<file path="src/rtl/mpc_pkg.sv">
package mpc_pkg;
   localparam int REG_W        = 64;
   localparam int IDX_W        = 2;
   localparam int MAX_CPU      = 4;
   localparam int TMR_LSB      = 4;
   localparam int IPI_LSB      = 8;
   localparam int REQ_LSB      = 12;
   localparam int ARB_LSB      = 16;
   localparam int ARB_W        = 8;
   localparam int ARB_FLUSH    = 4;
   localparam int LOCK_BIT     = 28;
   localparam int REV_BIT      = 35;
   localparam int PLAIN_LSB    = 40;
   localparam int PLAIN_W      = 4;
endpackage

</file>
<file path="src/rtl/mpc_cpu_irq.sv">
module mpc_cpu_irq #(
   parameter int NCPU = 4
) (
   input  logic            clk,
   input  logic            rst_n,
   input  logic            wr_en,
   input  logic [NCPU-1:0] tmr_clr,
   input  logic [NCPU-1:0] ipi_clr,
   input  logic [NCPU-1:0] ipi_req,
   input  logic [NCPU-1:0] tmr_set,
   output logic [NCPU-1:0] tmr_q,
   output logic [NCPU-1:0] ipi_q
);
   for (genvar i = 0; i < NCPU; i++) begin : g_cpu
      always_ff @(posedge clk or negedge rst_n) begin
         if (!rst_n) begin
            tmr_q[i] <= 1'b0;
         end else if (tmr_set[i]) begin
            tmr_q[i] <= 1'b1;
         end else if (wr_en && tmr_clr[i]) begin
            tmr_q[i] <= 1'b0;
         end
      end

      always_ff @(posedge clk or negedge rst_n) begin
         if (!rst_n) begin
            ipi_q[i] <= 1'b0;
         end else if (wr_en) begin
            ipi_q[i] <= (ipi_q[i] & ~ipi_clr[i]) | ipi_req[i];
         end
      end


      tmr_set_wins_chk: assert property (@(posedge clk) disable iff (!rst_n)
         tmr_set[i] |=> tmr_q[i]);

      ipi_req_wins_chk: assert property (@(posedge clk) disable iff (!rst_n)
         (wr_en && ipi_req[i]) |=> ipi_q[i]);

      ipi_clear_chk: assert property (@(posedge clk) disable iff (!rst_n)
         (wr_en && ipi_clr[i] && !ipi_req[i]) |=> !ipi_q[i]);
   end
endmodule

</file>
<file path="src/rtl/mpc_arb_field.sv">
module mpc_arb_field #(
   parameter int FW    = 8,
   parameter int FLUSH = 4
) (
   input  logic          clk,
   input  logic          rst_n,
   input  logic          wr_en,
   input  logic [FW-1:0] wd,
   output logic [FW-1:0] q
);
   localparam int HALF = FW / 2;

   logic [HALF-1:0] lo_nxt, hi_nxt;

   always_comb begin
      if (wd[FLUSH]) begin
         lo_nxt = '0;
         hi_nxt = '0;
      end else begin
         hi_nxt = q[FW-1:HALF] | wd[FW-1:HALF];
         lo_nxt = (q[HALF-1:0] == '0) ? wd[HALF-1:0] : q[HALF-1:0];
      end
   end

   always_ff @(posedge clk or negedge rst_n) begin
      if (!rst_n) begin
         q <= '0;
      end else if (wr_en) begin
         q <= {hi_nxt, lo_nxt};
      end
   end


   arb_flush_chk: assert property (@(posedge clk) disable iff (!rst_n)
      (wr_en && wd[FLUSH]) |=> (q == '0));

   arb_lo_hold_chk: assert property (@(posedge clk) disable iff (!rst_n)
      (wr_en && !wd[FLUSH] && (q[HALF-1:0] != '0)) |=> $stable(q[HALF-1:0]));
endmodule

</file>
<file path="src/rtl/mpc_plain_field.sv">
module mpc_plain_field #(
   parameter int FW = 4
) (
   input  logic          clk,
   input  logic          rst_n,
   input  logic          wr_en,
   input  logic [FW-1:0] wd,
   output logic [FW-1:0] q
);
   always_ff @(posedge clk or negedge rst_n) begin
      if (!rst_n) begin
         q <= '0;
      end else if (wr_en) begin
         q <= wd;
      end
   end


   plain_follow_chk: assert property (@(posedge clk) disable iff (!rst_n)
      wr_en |=> (q == $past(wd)));
endmodule

</file>
<file path="src/rtl/mp_ctl_reg.sv">
module mp_ctl_reg
   import mpc_pkg::*;
#(
   parameter int NCPU = 4
) (
   input  logic                  clk,
   input  logic                  rst_n,
   input  logic                  wr_en,
   input  logic [REG_W-1:0]      wr_data,
   input  logic [IDX_W-1:0]      rd_cpu,
   output logic [REG_W-1:0]      rd_data,
   input  logic [MAX_CPU-1:0]    timer_set,
   output logic [MAX_CPU-1:0]    ipi_o,
   output logic [MAX_CPU-1:0]    iti_o
);
   localparam int SPARE = MAX_CPU - NCPU;

   if (NCPU < 1 || NCPU > MAX_CPU) begin : g_bad_ncpu
      initial $fatal(1, "NCPU must be 1..%0d", MAX_CPU);
   end

   logic [NCPU-1:0]    tmr_q, ipi_q;
   logic [ARB_W-1:0]   arb_q;
   logic [PLAIN_W-1:0] plain_q;
   logic [REG_W-1:0]   reg_q;

   mpc_cpu_irq #(.NCPU(NCPU)) u_irq (
      .clk     (clk),
      .rst_n   (rst_n),
      .wr_en   (wr_en),
      .tmr_clr (wr_data[TMR_LSB +: NCPU]),
      .ipi_clr (wr_data[IPI_LSB +: NCPU]),
      .ipi_req (wr_data[REQ_LSB +: NCPU]),
      .tmr_set (timer_set[NCPU-1:0]),
      .tmr_q   (tmr_q),
      .ipi_q   (ipi_q)
   );

   mpc_arb_field #(.FW(ARB_W), .FLUSH(ARB_FLUSH)) u_arb (
      .clk   (clk),
      .rst_n (rst_n),
      .wr_en (wr_en),
      .wd    (wr_data[ARB_LSB +: ARB_W]),
      .q     (arb_q)
   );

   mpc_plain_field #(.FW(PLAIN_W)) u_plain (
      .clk   (clk),
      .rst_n (rst_n),
      .wr_en (wr_en),
      .wd    (wr_data[PLAIN_LSB +: PLAIN_W]),
      .q     (plain_q)
   );

   always_comb begin
      reg_q                       = '0;
      reg_q[TMR_LSB +: NCPU]      = tmr_q;
      reg_q[IPI_LSB +: NCPU]      = ipi_q;
      reg_q[ARB_LSB +: ARB_W]     = arb_q;
      reg_q[PLAIN_LSB +: PLAIN_W] = plain_q;
      reg_q[REV_BIT]              = 1'b1;
   end

   assign rd_data = reg_q | {{(REG_W-IDX_W){1'b0}}, rd_cpu};

   if (SPARE > 0) begin : g_spare
      assign ipi_o = {{SPARE{1'b0}}, ipi_q};
      assign iti_o = {{SPARE{1'b0}}, tmr_q};
      logic unused_tset;
      assign unused_tset = ^timer_set[MAX_CPU-1:NCPU];
   end else begin : g_full
      assign ipi_o = ipi_q;
      assign iti_o = tmr_q;
   end

   logic unused_wbits;
   assign unused_wbits = ^{wr_data[REG_W-1:PLAIN_LSB+PLAIN_W],
                           wr_data[PLAIN_LSB-1:ARB_LSB+ARB_W],
                           wr_data[TMR_LSB-1:0]};


   idle_stable_chk: assert property (@(posedge clk) disable iff (!rst_n)
      (!wr_en && timer_set == '0) |=> $stable(rd_data[REG_W-1:IDX_W]));

   rd_index_chk: assert property (@(posedge clk) disable iff (!rst_n)
      rd_data[IDX_W-1:0] == rd_cpu);
endmodule

</file>
<file path="config.mk">
export PLATFORM = sky130hd
export DESIGN_NAME = mp_ctl_reg
export DESIGN_NICKNAME = d
export VERILOG_FILES = /design/src/rtl/mpc_pkg.sv /design/src/rtl/mpc_cpu_irq.sv /design/src/rtl/mpc_arb_field.sv /design/src/rtl/mpc_plain_field.sv /design/src/rtl/mp_ctl_reg.sv
export SDC_FILE = /design/constraint.sdc
export NUM_CORES = 1
export LEC_CHECK = 0
export ABC_AREA = 1
export BUFFER_PORTS_ARGS = -buffer_cell sky130_fd_sc_hd__buf_2
export CORE_MARGIN = 1.5
export CORE_UTILIZATION = 36
export DETAILED_ROUTE_END_ITERATION = 16
export GPL_TIMING_DRIVEN = 1
export PLACE_DENSITY = 0.86
export SYNTH_ARGS = -nofsm -noshare
export SYNTH_HDL_FRONTEND = slang
export SYNTH_HIERARCHICAL = 1
export SYNTH_SLANG_ARGS = --single-unit
</file>
<file path="constraint.sdc">
create_clock -name clk -period 2.2 [get_ports clk]
set_input_delay 0.22 -clock clk [delete_from_list [all_inputs] [get_ports clk]]
set_output_delay 0.22 -clock clk [all_outputs]
set_load 0.02 [all_outputs]
</file>
### After elaboration in Yosys (flattened, before gate mapping)

Cells that the tools add are included.

* word-level logic and storage cells: 47
* output and inout bits: 72
* flip-flop bits (word level): 20
* bits of input ports: 73

* multiplexer cells: 11
* reductions and logical operators: 11
* bitwise operators: 14

Operators by type and width (number)
* $or A44 B2 Y44: 1
* $mux W4: 3
* $reduce_bool A2 Y1: 5
* $mux W1: 8
* $and A1 B1 Y1: 4
* $logic_and A1 B1 Y1: 4
* $logic_not A4 Y1: 1
* $not A1 Y1: 4
* $or A1 B1 Y1: 4
* $or A4 B4 Y4: 1
* $reduce_and A2 Y1: 1

### Longest topological paths before layout

Gate-level depths: netlist of the first run.

* depth after elaboration: 3
* mapped depth: 5
* depth with buffers taken out: 5

### Hierarchy

Netlist of the first run, hierarchy kept.

Modules (own cells, without submodules)
* mp_ctl_reg: instances 1, area each 397.9 µm², seq. area each 0.0 µm², cells an instance 54
* mpc_arb_field: instances 1, area each 370.4 µm², seq. area each 200.2 µm², cells an instance 48
* mpc_cpu_irq: instances 1, area each 331.6 µm², seq. area each 200.2 µm², cells an instance 41
* mpc_plain_field: instances 1, area each 148.9 µm², seq. area each 100.1 µm², cells an instance 17

### Worst setup path before layout of the first run

No wires, ideal clock.

* kind: register -> register
* start: reg u_arb.q[3]
* end: reg u_arb.q[0]
* stages on the path, launching flop included: 6
* arrival: 0.809 ns
* required time: 2.135 ns
* setup slack: 1.326 ns
* clock period less this slack: 0.874 ns
* buffers on the path: 0
* library setup time: 0.065 ns
* cell sequence: dfrtp_1 nor2_1 nand2_1 nand2_2 nand3_1 nand2_1

* word-level cells in the longest chain between the ends: 3

Ends and longest elaborated chain
* start, declared: line mpc_arb_field.sv:9 `output logic [FW-1:0] q`
* start signal, assigned: line mpc_arb_field.sv:29 `q <= {hi_nxt, lo_nxt};`
* $logic_not A4 Y1: line mpc_arb_field.sv:21 `lo_nxt = (q[HALF-1:0] == '0) ? wd[HALF-1:0] : q[HALF-1:0];`
* $reduce_bool A2 Y1 (no source line)
* $reduce_and A2 Y1 (no source line)

No other way between the ends.
A chain may end at the register's enable or synchronous reset.

### Worst setup path after layout of the first run

* start: reg u_arb.q[3]
* end: out rd_data[19]

* word-level cells in the longest chain between the ends: 1

Ends and longest elaborated chain
* $or A44 B2 Y44: line mp_ctl_reg.sv:64 `assign rd_data = reg_q | {{(REG_W-IDX_W){1'b0}}, rd_cpu};`
* end, declared: line mp_ctl_reg.sv:11 `output logic [REG_W-1:0] rd_data,`

No other way between the ends.

==> metrics.csv, run 1 <==
metric,value,unit
status,finished clean,
clock_sinks,20,
fill_cells,366,
instances_no_fill,254,
hold_path_class,in2reg,
vias_per_cell,3.705,
pwr_density_cell,638.3,nW/µm²
p_sw,0.3294,mW
wl_per_cell,8.217,µm
maxSlewViolCount,0,
fmax,915.3,MHz
p_leak,0.8904,nW
async_flop_share,1.000,
cts-root-buf,clkbuf_4,
synth.top_cells.by_count,"buf_4 (52), nand2_1 (52), dfrtp_1 (20)",
comb_power_share,0.320,
start_util,0.3742,
gp_congestion,0.6513,
syn_inst,160,
critPathTopFamily,flip-flops,
dp_cells,250,
netlist.area_leader.share,0.4008,
drt_pass1_iterations,4,
die_y,61.90,µm
synth.distinct_cells,13,
p_int,0.5468,mW
clkPwrFrac,0.193,
crit_fanout,3,
period_needed,1.093,ns
nets,283,
dieWidth,61.90,µm
antenna_cells,0,
finalSetupTns,0,ns
core,3337,µm²
yosys_warnings,6,
rsz0062_at_grt,false,
cts_buffers,3,
power_frac_seq,0.487,
drc_errors,0,
endpoint_kind,output pin,
io_pins,145,
syn_area,1249,µm²
port_buffers,58,
htreeDepth,1,
grt_pass1_wl,3167,µm
worstSetupStartpointType,flip-flop,
vdd_drop_max,0.2393,mV
hold_violations,0,
wl,2087,µm
ant_nets,0,
layout-drive-gt1-share,0.3173,
avgSynthCellArea,7.804,µm²
ys_top_cells_by_area,"dfrtp_1 (40%), buf_4 (31%), nand2_1 (16%)",
synth_edf_count,0,
drtIter0Drc,20,
ys_ff_latch,20,
grt_max_degree,26,
tritoncts,done,
antenna_found_initial,0,
die_area,3831,µm²
postCtsSetupBuffers,0,
place_hpwl,1640,µm
grt_pass1_vias,759,
grt_overflow_total,0,
swShare,0.3759,
crit_chain,buf_2,
required,1.98,ns
min_period_over_period,0.4966,
clkTransAtPathRegs,0.11,ns
cp_slowest_cell,dfrtp_1,
track_usage,0.1145,
worstPathArrival,0.87,ns
maxCapViolCount,0,
crit_buf_inv,1,
critPathKind,reg2out,
syn_to_final_growth,9.920,%
seq_area_frac_synth,0.4008,
skew,0.0002710,ns
rows,21,
vias,941,
clk_latency,0.29,ns
ys.flop_type,dfrtp_1,
finalSetupViolCount,0,
cts_buffer_depth,2,
crit_path_max_incr_delay,0.41,ns
synth_top_area_cell,dfrtp_1,
placed cells by master (no fill, tap or decap):
master	instances
buf_2	58
nand2_1	52
conb_1	42
dfrtp_1	20
inv_1	14
nor2_1	6
nand3_1	4
clkbuf_4	3
o21ai_1	3
nand2_2	2
inv_2	2
dlygate4sd3_1	1
and2_4	1
registers in the layout, summed over array words and instances, names as in the netlist:
register	cells
u_irq/tmr_q	4
u_plain/q	4
u_irq/ipi_q	4
u_arb/q	8
final cells by class:
class,count,area (µm²),share of cell area
flip-flops and latches,20,500.5,0.3646
multi-input cells,110,431.7,0.3145
repair buffers,59,300.3,0.2188
inverters,16,60.06,0.04376
well taps,46,57.56,0.04193
clock buffers,3,22.52,0.01641
per-layer routing:
| metal | GRT usage | part of all wire | up-vias |
|---|---|---|---|
| li1 | - | - | 476 |
| met1 | 0.1224 | 0.40 | 414 |
| met2 | 0.2060 | 0.52 | 49 |
| met3 | 0.03313 | 0.074 | 2 |
| met4 | 0.05471 | 0.0053 | 0 |
| met5 | 0 | 0 | - |
what timing repair did:
item | in CTS | in global routing
hold endpoints to repair | 20 | 0
resized for setup | 0 | 0
hold buffers | 1 | 0
kinds of logic after synthesis:
| logic type | share of synthesized area |
|---|---|
| DFF | 0.4008 |
| and+or+nand+nor | 0.2074 |
| buffers and inverters | 0.3737 |
| other | 0.006014 |
| AOI/OAI and AO/OA | 0.01202 |
through the flow:
step	area [µm²]	hold slack (ns)	total power, mW	utilization	setup slack (ns)
after floorplan	1399	-0.07559	0.7013	-	1.326
after detailed placement	1340	0.1984	0.7162	0.4016	1.073
final	1373	0.1037	0.8761	0.4113	1.107
after global placement	1340	0.1962	0.7118	0.4016	1.089
after CTS	1373	0.08990	0.8912	0.4113	1.085
after global routing	1373	0.08364	0.9465	0.4113	1.052
power by group through the flow:
stage          clock (mW)  combinational, mW  sequential, mW
2_1_floorplan           0              0.220           0.481
4_1_cts             0.181              0.283           0.428
6_report            0.169              0.280           0.427
5_1_grt             0.196              0.317           0.434
3_3_place_gp            0              0.278           0.433
3_5_place_dp            0              0.282           0.435
path summary, 6_finish.rpt:
kind | cells past startpoint | start | endpoint | slack [ns]
setup / recovery | 1 | u_arb/q[3] | rd_data[19] | 1.11
hold / removal | 3 | timer_set[1] | u_irq/tmr_q[1] | 0.10
setup reg to reg | 5 | u_arb/q[1] | u_arb/q[3] | 1.31
hold reg to reg | 2 | u_plain/q[1] | u_plain/q[1] | 0.48
max in group asynchronous | 2 | rst_n | u_irq/ipi_q[3] | 1.49
min in group asynchronous | 2 | rst_n | u_arb/q[7] | 0.40
Note: power is estimated with default switching activity, not from simulation.
==> inputs of run 2 (changes only) <==
CORE_UTILIZATION = 33   (was 36)
PLACE_DENSITY = 0.8   (was 0.86)
clock period = 1.1 ns   (was 2.2 ns; I/O delays follow)
==> run 2 against run 1 <==
Via count down 0.85%. Highest routed layer unchanged. Non-clock buffer count up 1. Power up 140%. Sequential share of layout area down 1.5 points. Register-to-register slack worse by 1.1 ns.
==> metrics.csv, run 2 (synthesis gave the netlist of run 1 again) <==
metric,value,unit
track_usage,0.1136,
min_period_over_period,0.8419,
die_y,64.52,µm
maxSlewViolCount,0,
place_hpwl,1662,µm
antenna_found_initial,0,
syn_to_final_growth,14.63,%
tritoncts,done,
finalSetupViolCount,0,
postCtsSetupBuffers,0,
drtIter0Drc,24,
grt_pass1_vias,853,
hold_path_class,in2reg,
endpoint_kind,output pin,
crit_chain,buf_2,
crit_path_max_incr_delay,0.40,ns
grt_pass1_wl,3636,µm
largest_reg_flops,8,
grt_max_degree,21,
drt_pass1_iterations,4,
vias_per_cell,3.616,
cts_buffer_depth,2,
worstPathArrival,0.82,ns
vdd_drop_max,0.5214,mV
htreeDepth,1,
nets,284,
io_pins,145,
layout_commonest_cell,buf_2,
critPathKind,reg2out,
wl,2119,µm
cts_buffers,3,
rows,22,
port_buffers,58,
skew,0.00008440,ns
grt_overflow_total,0,
hold_violations,0,
maxCapViolCount,0,
crit_buf_inv,1,
clk_latency,0.25,ns
clock_sinks,20,
vias,933,
status,finished clean,
start_util,0.3437,
wl_per_cell,8.213,µm
ant_nets,0,
cp_slowest_cell,dfrtp_1,
required,0.99,ns
critPathTopFamily,flip-flops,
die_area,4162,µm²
dieWidth,64.52,µm
drc_errors,0,
gp_congestion,0.6201,
layout-drive-gt1-share,0.3238,
worstSetupStartpointType,flip-flop,
period_needed,0.9261,ns
holdBufCountCts,1,
p_leak,0.9171,nW
rsz0062_at_grt,false,
core,3633,µm²
fmax,1080,MHz
pwr_density_cell,1499,nW/µm²
crit_fanout,3,
finalSetupTns,0,ns
finalPower,2.145,mW
largest_register,u_arb/q,
clkTransAtPathRegs,0.08,ns
layout_common_cells,"buf_2 (58), nand2_1 (52), conb_1 (42)",
antenna_cells,0,
cts_resized,0,
cts-root-buf,clkbuf_8,
## run 2: cell count changes in the layout (fill, tap and decap cells not counted)
cell and change:
buf_4 +1, clkbuf_4 -3, bufinv_16 +1, clkbuf_8 +3
## run 2: area by class of cell
type	count	area (µm²)
flip-flops and latches	20	500.5
well taps	48	60.06
fillers	382	2202
repair buffers	60	307.8
inverters	16	60.06
clock buffers	3	41.29
multi-input cells	110	431.7
clock inverters	1	30.03
## run 2: power breakdown
| part | total, mW | internal, mW | switching [mW] |
|---|---|---|---|
| combinational | 0.563 | 0.160 | 0.403 |
| sequential | 0.854 | 0.809 | 0.0456 |
| clock | 0.728 | 0.485 | 0.242 |
## run 2: layer usage
metal	part of all wire	wire length, µm	global-route usage
met5	0	0	0
met4	0.013	27	0.06915
met3	0.065	137	0.01563
met2	0.53	1124	0.2122
met1	0.39	829	0.1196
## run 2: through the flow
stage / hold WS [ns] / worst slack [ns] / area (µm²) / std cells / util
after global placement: 0.08476 / 0.1995 / 1350 / 253 / 0.3716
after global routing: 0.03168 / 0.1078 / 1431 / 258 / 0.3939
final: 0.02959 / 0.1739 / 1431 / 258 / 0.3939
after detailed placement: 0.09229 / 0.1897 / 1350 / 253 / 0.3716
after floorplan: -0.1856 / 0.2264 / 1399 / 200 / -
after CTS: 0.02104 / 0.1515 / 1431 / 258 / 0.3939
## run 2: final timing paths
| check | cells past startpoint | slack (ns) | start | end |
|---|---|---|---|---|
| hold reg to reg | 2 | 0.48 | u_plain/q[0] | u_plain/q[0] |
| setup reg to reg | 5 | 0.26 | u_arb/q[3] | u_arb/q[0] |
| min in group asynchronous | 2 | 0.34 | rst_n | u_plain/q[1] |
| max in group asynchronous | 2 | 0.44 | rst_n | u_irq/tmr_q[1] |
| setup / recovery | 1 | 0.17 | u_arb/q[1] | rd_data[17] |
| hold / removal | 3 | 0.03 | timer_set[0] | u_irq/tmr_q[0] |
